==> config.mk <==
export PLATFORM = sky130hd
export DESIGN_NAME = pio_bank_port
export DESIGN_NICKNAME = d
export VERILOG_FILES = /design/src/rtl/pio_pkg.sv /design/src/rtl/pio_sync.sv /design/src/rtl/pio_port_slice.sv /design/src/rtl/pio_bank_port.sv
export SDC_FILE = /design/constraint.sdc
export NUM_CORES = 1
export LEC_CHECK = 0
export ABC_AREA = 1
export BUFFER_PORTS_ARGS = -buffer_cell sky130_fd_sc_hd__buf_2
export CORE_MARGIN = 10
export CORE_UTILIZATION = 54
export DETAILED_ROUTE_END_ITERATION = 7
export PLACE_DENSITY = 0.79
export SYNTH_ARGS = -nofsm -noshare
export SYNTH_HDL_FRONTEND = slang
export SYNTH_SLANG_ARGS = --single-unit
==> constraint.sdc <==
create_clock -name clk -period 1.43 [get_ports clk]
set_input_delay 0.143 -clock clk [delete_from_list [all_inputs] [get_ports clk]]
set_output_delay 0.143 -clock clk [all_outputs]
set_load 0.005 [all_outputs]
==> src/rtl/pio_pkg.sv <==
`timescale 1ns/1ps
package pio_pkg;
  localparam int unsigned PIO_NPORT    = 2;
  localparam int unsigned PIO_RS_W     = 2;
  localparam int unsigned PIO_NREG     = 1 << PIO_RS_W;
  localparam int unsigned PIO_BANK_BIT = 2;
endpackage

==> src/rtl/pio_sync.sv <==
`timescale 1ns/1ps
module pio_sync #(
  parameter int unsigned DW = 8
) (
  input  logic          clk,
  input  logic          rst_n,
  input  logic [DW-1:0] d_async,
  output logic [DW-1:0] d_sync
);
  logic [DW-1:0] meta_q;
  logic [DW-1:0] stab_q;

  always_ff @(posedge clk or negedge rst_n) begin
    if (!rst_n) begin
      meta_q <= '0;
      stab_q <= '0;
    end else begin
      meta_q <= d_async;
      stab_q <= meta_q;
    end
  end

  assign d_sync = stab_q;
endmodule

==> src/rtl/pio_port_slice.sv <==
`timescale 1ns/1ps
module pio_port_slice #(
  parameter int unsigned DW       = 8,
  parameter int unsigned BANK_BIT = 2
) (
  input  logic          clk,
  input  logic          rst_n,
  input  logic          wr_shared,
  input  logic          wr_ctl,
  input  logic [DW-1:0] wdata,
  input  logic [DW-1:0] pin_sync,
  output logic [DW-1:0] out_q,
  output logic [DW-1:0] ddr_q,
  output logic [DW-1:0] ctl_q,
  output logic [DW-1:0] shared_rd
);
  logic          bank_data;
  logic          out_en, ddr_en, ctl_en;
  logic [DW-1:0] out_d, ddr_d, ctl_d;
  logic [DW-1:0] data_view;

  assign bank_data = ctl_q[BANK_BIT];

  // next-state and clock enables
  always_comb begin
    out_en = wr_shared &  bank_data;
    ddr_en = wr_shared & ~bank_data;
    ctl_en = wr_ctl;
    out_d  = wdata;
    ddr_d  = wdata;
    ctl_d  = wdata;
  end

  always_ff @(posedge clk or negedge rst_n) begin
    if (!rst_n) begin
      out_q <= '0;
      ddr_q <= '0;
      ctl_q <= '0;
    end else begin
      if (out_en) out_q <= out_d;
      if (ddr_en) ddr_q <= ddr_d;
      if (ctl_en) ctl_q <= ctl_d;
    end
  end

  // per-bit mix: driven bits report the latch, input bits report the pad
  always_comb begin
    data_view = (out_q & ddr_q) | (pin_sync & ~ddr_q);
    shared_rd = bank_data ? data_view : ddr_q;
  end
endmodule

==> src/rtl/pio_bank_port.sv <==
`timescale 1ns/1ps
module pio_bank_port
  import pio_pkg::*;
#(
  parameter int unsigned DW = 8
) (
  input  logic                clk,
  input  logic                rst_n,
  input  logic                cs,
  input  logic                we,
  input  logic [PIO_RS_W-1:0] rs,
  input  logic [DW-1:0]       wdata,
  output logic [DW-1:0]       rdata,
  input  logic [DW-1:0]       pin_in_a,
  output logic [DW-1:0]       pin_out_a,
  output logic [DW-1:0]       pin_oe_a,
  input  logic [DW-1:0]       pin_in_b,
  output logic [DW-1:0]       pin_out_b,
  output logic [DW-1:0]       pin_oe_b
);
  localparam int unsigned NPORT = PIO_NPORT;
  localparam int unsigned NREG  = PIO_NREG;

  logic          wr_en, rd_en;
  logic [DW-1:0] pin_in_v  [NPORT];
  logic [DW-1:0] pin_syn_v [NPORT];
  logic [DW-1:0] out_q     [NPORT];
  logic [DW-1:0] ddr_q     [NPORT];
  logic [DW-1:0] ctl_q     [NPORT];
  logic [DW-1:0] rd_word   [NREG];

  assign wr_en = cs &  we;
  assign rd_en = cs & ~we;

  assign pin_in_v[0] = pin_in_a;
  assign pin_in_v[1] = pin_in_b;

  for (genvar g = 0; g < NPORT; g++) begin : g_port
    localparam logic [PIO_RS_W-1:0] OFF_SH  = PIO_RS_W'(2 * g);
    localparam logic [PIO_RS_W-1:0] OFF_CTL = PIO_RS_W'(2 * g + 1);

    logic wr_sh, wr_ct;
    assign wr_sh = wr_en && (rs == OFF_SH);
    assign wr_ct = wr_en && (rs == OFF_CTL);

    pio_sync #(.DW(DW)) i_sync (
      .clk     (clk),
      .rst_n   (rst_n),
      .d_async (pin_in_v[g]),
      .d_sync  (pin_syn_v[g])
    );

    pio_port_slice #(.DW(DW), .BANK_BIT(PIO_BANK_BIT)) i_slice (
      .clk       (clk),
      .rst_n     (rst_n),
      .wr_shared (wr_sh),
      .wr_ctl    (wr_ct),
      .wdata     (wdata),
      .pin_sync  (pin_syn_v[g]),
      .out_q     (out_q[g]),
      .ddr_q     (ddr_q[g]),
      .ctl_q     (ctl_q[g]),
      .shared_rd (rd_word[2*g])
    );

    assign rd_word[2*g+1] = ctl_q[g];
  end

  assign rdata = rd_en ? rd_word[rs] : '0;

  assign pin_out_a = out_q[0];
  assign pin_oe_a  = ddr_q[0];
  assign pin_out_b = out_q[1];
  assign pin_oe_b  = ddr_q[1];
endmodule

==> out/metrics.csv, run 1 <==
stage,metric,value,unit
status,outcome,finished with violations,
status,violations,negative setup slack,
hold_path,hp-start,wdata[2],
placed_design,dpl_worst_slack,36.8,ps
timing,worstMarginPinSlew,509,ps
synthesis,synth_area_leaders,"dfrtp_1 (60%), nand2_1 (11%), nand3_1 (7.6%)",
drt,ant_nets,0,
run,maxCapViolations,0,
setup_path,endpoint_kind,primary output,
drt,drt_wl_total,8820,um
timing,setup_viol,8,
clock_network,root_buffer,clkbuf_8,
synthesis,postSynthAreaPerCell,9.09,um^2
synthesis,ys_async_sr_fraction,100,%
hold_path,min_path_cells,3,
synthesis,synthDistinctLibCells,19,
clock_network,cts_tree,yes,
drt,avgViaCountPerCell,5.16,
cells_and_area,final_nets,498,
setup_path,worst-path-buf-inv,3,
synthesis,syn_inst,370,
timing,setup_tns,-1150,ps
clock_network,cts_buffer_depth,2,
timing,fin_skew,8.66,ps
drt,dr.pass1.iters,4,
cells_and_area,postLayoutCoreUtil,73.5,%
clock_network,clk_pin_slew,80,ps
global_route,grt_first_pass_wirelength,14000,um
die,std_cell_rows,28,
die,die_h,98.9,um
global_route,antenna_found_initial,0,
timing,setup_ws,-169,ps
setup_path,r2r_cells,5,
timing,rsz0062_at_grt,true,
setup_path,cp.required,1290,ps
synthesis,synth_edf_count,0,
clock_network,numCtsBuffers,9,
die,fp.dieW,98.9,um
placed_design,place_congestion,0.844,
cells_and_area,drive_gt1_share,32.0,%
setup_path,crit_slowest_cell,dfrtp_2,
hold_path,hold_class,in2reg,
timing,min_period_over_period,112,%
power_and_ir_drop,p_clk_share,26.9,%
setup_path,worst_ep_arrival_time,1460,ps
global_route,globalRouteOverflowTotal,0,
timing,slew_viol_final,0,
die,core-area,5990,um^2
die,io_pins,70,
placed_design,io_buffers,69,
drt,first_iter_violations,233,
timing,period_minus_slack,1600,ps
die,die_area,9780,um^2
setup_path,r2r_start,g_port[1].i_slice.ctl_q[2],
power_and_ir_drop,seq_power_share,49.0,%
synthesis,yosys.area.top_type_share,59.5,%
cells_and_area,fillCellCount,420,
die,initial_core_util,56.1,%
power_and_ir_drop,switching_share,31.4,%
timing,max_slew_margin,66.1,%
setup_path,path_class,reg2out,
setup_path,crit_chain,buf_6 > nand2_2 > nand2_2 > nand3_2 > nand3_2 > nand2_1 > inv_1 > buf_2,
timing,fmax,0.625,GHz
setup_path,crit_path_start_kind,flip-flop,
synthesis,synth_most_common_cell,nand2_1,
synthesis,synth-main-ff-cell,dfrtp_1,
setup_path,r2r_slack,140,ps
clock_network,cts.sink_count,80,
setup_path,path_max_fanout,7,
synthesis,yosysTopAreaCell,dfrtp_1,
synthesis,synth.net_count,400,
synthesis,yosysSeqAreaShare,59.5,%
power_and_ir_drop,switchingPower,1880,uW
power_and_ir_drop,pwr-share-comb,24.1,%
global_route,track_usage,17.9,%
synthesis,synth_warnings,0,
hold_path,min_to,g_port[1].i_slice.ctl_q[2],
setup_path,cp_top_family,flip-flops,
drt,wire_per_inst,16.1,um
global_route,grt_max_degree,29,
synthesis,yosys-top-cells-count,"nand2_1 (95), dfrtp_1 (80), inv_1 (60)",
setup_path,reg2reg_to,g_port[1].i_slice.out_q[1],
synthesis,ys_seq_elements,80,
power_and_ir_drop,p_int,4100,uW
timing,hold_violations,0,
drt,vias,2823,
synthesis,synthesis.area,3360,um^2
global_route,grt_pass1_vias,2854,
clock_network,ctsHtreeMaxLevel,3,
power_and_ir_drop,p_leak,0.00232,uW
cells_and_area,antennaDiodeCount,0,
drt,remaining_drc_errors,0,
clock_network,clock_latency,350,ps
cells_and_area,syn2layout_area_growth,31.0,%
power_and_ir_drop,power,5980,uW
placed_design,place_hpwl,5970,um
setup_path,max_stage_delay,450,ps
power_and_ir_drop,p_per_area,1360,nW/um^2
power_and_ir_drop,vdd_ir_drop_max,0.00110,V
==> worst max-delay path by stage <==
stage	from	to	slack, ps	cells after the start
finish	g_port[0].i_slice.ctl_q[2]	rdata[1]	-170	8
global placement	rs[0]	rdata[2]	70	7
CTS	g_port[0].i_slice.ctl_q[2]	rdata[3]	-140	8
floorplan	g_port[0].i_slice.ctl_q[2]	rdata[6]	270	8
global route	g_port[1].i_slice.ctl_q[2]	rdata[2]	-250	7
detailed placement	rs[0]	rdata[6]	40	7
==> area by class of cell <==
type | instances | area, um^2 | area share (%)
repair buffers | 101 | 693 | 15.7
clock buffers | 11 | 141 | 3.21
well taps | 75 | 93.8 | 2.13
clock inverters | 4 | 45.0 | 1.02
inverters | 62 | 238 | 5.40
flip-flops and latches | 80 | 2000 | 45.5
multi-input cells | 214 | 1190 | 27.0
==> tightest hold or removal path: stages <==
cell and delay [ps]:
buf_2 110, nand2_1 50, o21ai_0 70
==> power by group through the flow <==
stage / Sequential (uW) / Combinational (uW) / Clock [uW]
6_report: 2930 / 1440 / 1610
4_1_cts: 2900 / 1350 / 1630
3_3_place_gp: 2940 / 1110 / 0
2_1_floorplan: 2900 / 649 / 0
3_5_place_dp: 2960 / 1160 / 0
5_1_grt: 2970 / 1630 / 1720
==> routing by layer <==
| layer | global-route usage [%] | wire [um] | part of all wire, % |
|---|---|---|---|
| met4 | 7.83 | 241 | 2.7 |
| met5 | 0 | 0 | 0 |
| met3 | 6.01 | 578 | 6.6 |
| met2 | 30.5 | 4590 | 52 |
| met1 | 19.9 | 3400 | 39 |
==> cell families (layout without fill, tap and decap cells) <==
group,count (synthesis),in the layout,share of synthesized area (%)
buffers and inverters,76,178,10.1
and+or+nand+nor,166,166,23.1
AOI/OAI and AO/OA,48,48,7.26
DFF,80,80,59.5
==> through the flow <==
step	hold WS [ps]	std cells	instance area, um^2
global placement	81.6	508	3800
detailed placement	87.4	508	3800
finish	60.8	547	4400
CTS	47.7	545	4290
global route	78.1	547	4400
floorplan	-153	370	3360
==> cells in the final DEF (no fill, tap or decap), types with 2 or more instances in the layout <==
cell type and instances:
buf_12 4, a21oi_1 6, clkbuf_8 10, nand2_1 83
dfrtp_2 2, nor2_1 10, o21ai_0 40, nand3_1 26
clkinv_2 3, nor3_4 2, dfrtp_1 78, nand3_2 25
nand2_2 12, nand3_4 3, nand2_4 2, nor2_2 2
buf_2 69, buf_6 4, buf_4 7, dlygate4sd3_1 17
inv_4 2, inv_1 59
==> flip-flops by register name (all words and copies together) (netlist names) <==
name	flops
g_port.i_slice.ctl_q	16
g_port.i_slice.ddr_q	16
g_port.i_slice.out_q	16
g_port.i_sync.d_sync	16
g_port.i_sync.meta_q	16
==> repair_timing <==
item,4_1_cts,5_1_grt
buffers inserted,4,1
hold buffers,17,0
resized for setup,24,26
setup endpoints to repair,8,8
hold endpoints to repair,42,0
cloned,1,1
pin swaps,11,11
(Power assumes the default switching activity.)
==> inputs of run 2 (changes only) <==
--- a/config.mk
+++ b/config.mk
@@ -10,6 +10,7 @@
 export CORE_MARGIN = 10
 export CORE_UTILIZATION = 54
 export DETAILED_ROUTE_END_ITERATION = 7
+export MAX_ROUTING_LAYER = met4
 export PLACE_DENSITY = 0.79
 export SYNTH_ARGS = -nofsm -noshare
 export SYNTH_HDL_FRONTEND = slang
==> run 2 against run 1 <==
Cell count unchanged. Critical path type unchanged. Largest power group unchanged. Highest routed layer unchanged. Cell area about the same. First-iteration DRC count decreased by 2.6%. Clock skew about the same. Fmax decreased by 3.3%. Hold slack improved by 2.3 ps. The run still ends with negative setup slack left.
==> out/metrics.csv, run 2 (same netlist as run 1, synthesis figures left out) <==
stage,metric,value,unit
die,std_cell_rows,28,
placed_design,io_buffers,69,
global_route,grt_util_met1,22.2,%
setup_path,endpoint_kind,primary output,
timing,slew_viol_final,0,
power_and_ir_drop,p_int,4320,uW
placed_design,place_congestion,0.818,
setup_path,cp.required,1290,ps
cells_and_area,drive_gt1_share,31.1,%
cells_and_area,mostFrequentLayoutCells,"nand2_1 (82), dfrtp_1 (78), buf_2 (67)",
timing,setup_ws,-224,ps
setup_path,crit_path_start_kind,flip-flop,
timing,max_slew_margin,65.9,%
clock_network,root_buffer,clkbuf_8,
timing,setup_viol,8,
setup_path,r2r_cells,6,
timing,min_period_over_period,116,%
power_and_ir_drop,p_leak,0.00231,uW
clock_network,clk_pin_slew,80,ps
global_route,track_usage,19.5,%
timing,hold_violations,0,
drt,wire_per_inst,17.2,um
clock_network,cts_tree,yes,
drt,vias,2875,
hold_path,hold_class,in2reg,
die,initial_core_util,56.1,%
clock_network,numCtsBuffers,9,
power_and_ir_drop,vdd_ir_drop_max,0.00108,V
global_route,grt_pass1_vias,2890,
power_and_ir_drop,p_per_area,1410,nW/um^2
timing,worstMarginPinSlew,512,ps
run,maxCapViolations,0,
drt,dr.pass1.iters,5,
cells_and_area,final_nets,498,
power_and_ir_drop,power,6220,uW
setup_path,reg2reg_to,g_port[1].i_slice.ddr_q[0],
die,io_pins,70,
timing,fin_skew,9.07,ps
hold_path,min_to,g_port[1].i_slice.ctl_q[2],
die,fp.dieW,98.9,um
drt,avgViaCountPerCell,5.26,
power_and_ir_drop,switching_share,30.6,%
drt,remaining_drc_errors,0,
setup_path,path_max_fanout,6,
timing,period_minus_slack,1650,ps
global_route,grt_first_pass_wirelength,14800,um
global_route,met2_usage,33.1,%
power_and_ir_drop,seq_power_share,47.1,%
clock_network,ctsHtreeMaxLevel,3,
power_and_ir_drop,p_clk_share,29.9,%
setup_path,worst_ep_arrival_time,1510,ps
die,die_h,98.9,um
global_route,grt_busiest_layer,met2,
power_and_ir_drop,switchingPower,1900,uW
status,outcome,finished with violations,
status,violations,negative setup slack,
timing,fmax,0.605,GHz
cells_and_area,syn2layout_area_growth,31.0,%
drt,first_iter_violations,227,
global_route,use_met3,5.24,%
drt,ant_nets,0,
global_route,globalRouteOverflowTotal,0,
drt,drt_wl_total,9410,um
timing,rsz0062_at_grt,true,
cells_and_area,antennaDiodeCount,0,
setup_path,r2r_start,g_port[1].i_slice.ctl_q[2],
die,core-area,5990,um^2
clock_network,cts_buffer_depth,2,
clock_network,clock_latency,360,ps
die,die_area,9780,um^2
hold_path,hp-start,wdata[2],
power_and_ir_drop,pwr-share-comb,23.0,%
setup_path,r2r_slack,110,ps
placed_design,place_hpwl,6040,um
cells_and_area,final_common_cell,nand2_1,
global_route,antenna_found_initial,0,
placed_design,dpl_worst_slack,38.3,ps
hold_path,min_path_cells,3,
setup_path,path_class,reg2out,
clock_network,cts.sink_count,80,
global_route,grt_max_degree,30,
==> run 2: changes by cell type in the layout (fill, tap and decap cells not counted) <==
cell / delta
buf_4: +1
buf_12: -1
nand3_1: +6
inv_2: +1
clkinv_2: -2
nand2_2: +2
bufinv_16: +1
clkbuf_8: +1
nand2_1: -1
nand2_4: -1
buf_2: -2
nand3_2: -6
inv_1: -1
buf_6: +2
==> run 2: per-layer routing <==
layer  part of all wire, %  vias to the layer above  wire [um]
li1                      -                     1344          -
met1                    38                     1394       3600
met2                    54                      123       5060
met3                   6.5                       14        612
met4                   1.5                        0        138
met5                     0                        -          0
==> run 2: timing repair <==
| item | CTS | global route |
|---|---|---|
| hold buffers | 17 | 0 |
| hold endpoints to repair | 43 | 0 |
| resized for setup | 25 | 23 |
| setup endpoints to repair | 9 | 9 |
| pin swaps | 15 | 18 |
| cloned | 1 | 1 |
| buffers inserted | 3 | 2 |
==> run 2: power groups by stage <==
stage	logic (uW)	clock network, uW	registers [uW]
2_1_floorplan	649	0	2900
3_3_place_gp	1120	0	2950
3_5_place_dp	1160	0	2960
4_1_cts	1340	1850	2910
5_1_grt	1620	1970	2980
6_report	1430	1860	2930
==> run 2: area by class of cell <==
class	count	area, um^2
clock buffers	12	155
clock inverters	3	65.1
fillers	434	1590
inverters	62	238
multi-input cells	214	1160
flip-flops and latches	80	2000
well taps	75	93.8
repair buffers	101	693
==> run 2: critical path, stage by stage (launching register included) <==
cell and delay [ps]:
dfrtp_2 450, buf_6 160, inv_4 60, nor2_2 30, nand2_1 50, nand2_1 50
nor2_1 150, nor2_1 70, buf_2 140
==> run 2: how the worst max path moves through the flow <==
| stage | start | endpoint | slack [ps] | cells past startpoint |
|---|---|---|---|---|
| floorplan | g_port[0].i_slice.ctl_q[2] | rdata[6] | 270 | 8 |
| global placement | rs[0] | rdata[2] | 60 | 7 |
| detailed placement | rs[0] | rdata[2] | 40 | 7 |
| CTS | g_port[0].i_slice.ctl_q[2] | rdata[3] | -150 | 7 |
| global route | g_port[0].i_slice.ctl_q[2] | rdata[2] | -270 | 8 |
| finish | g_port[0].i_slice.ctl_q[2] | rdata[2] | -220 | 8 |
==> run 2: per-stage QoR <==
step	instances	area (um^2)	utilization, %	hold slack (ps)	TNS (ps)
global route	547	4410	73.5	82.8	-1760
global placement	508	3800	63.4	97.2	0
finish	547	4410	73.5	63.1	-1260
floorplan	370	3360	-	-153	0
detailed placement	508	3800	63.4	105	0
CTS	544	4300	71.8	24.9	-1020
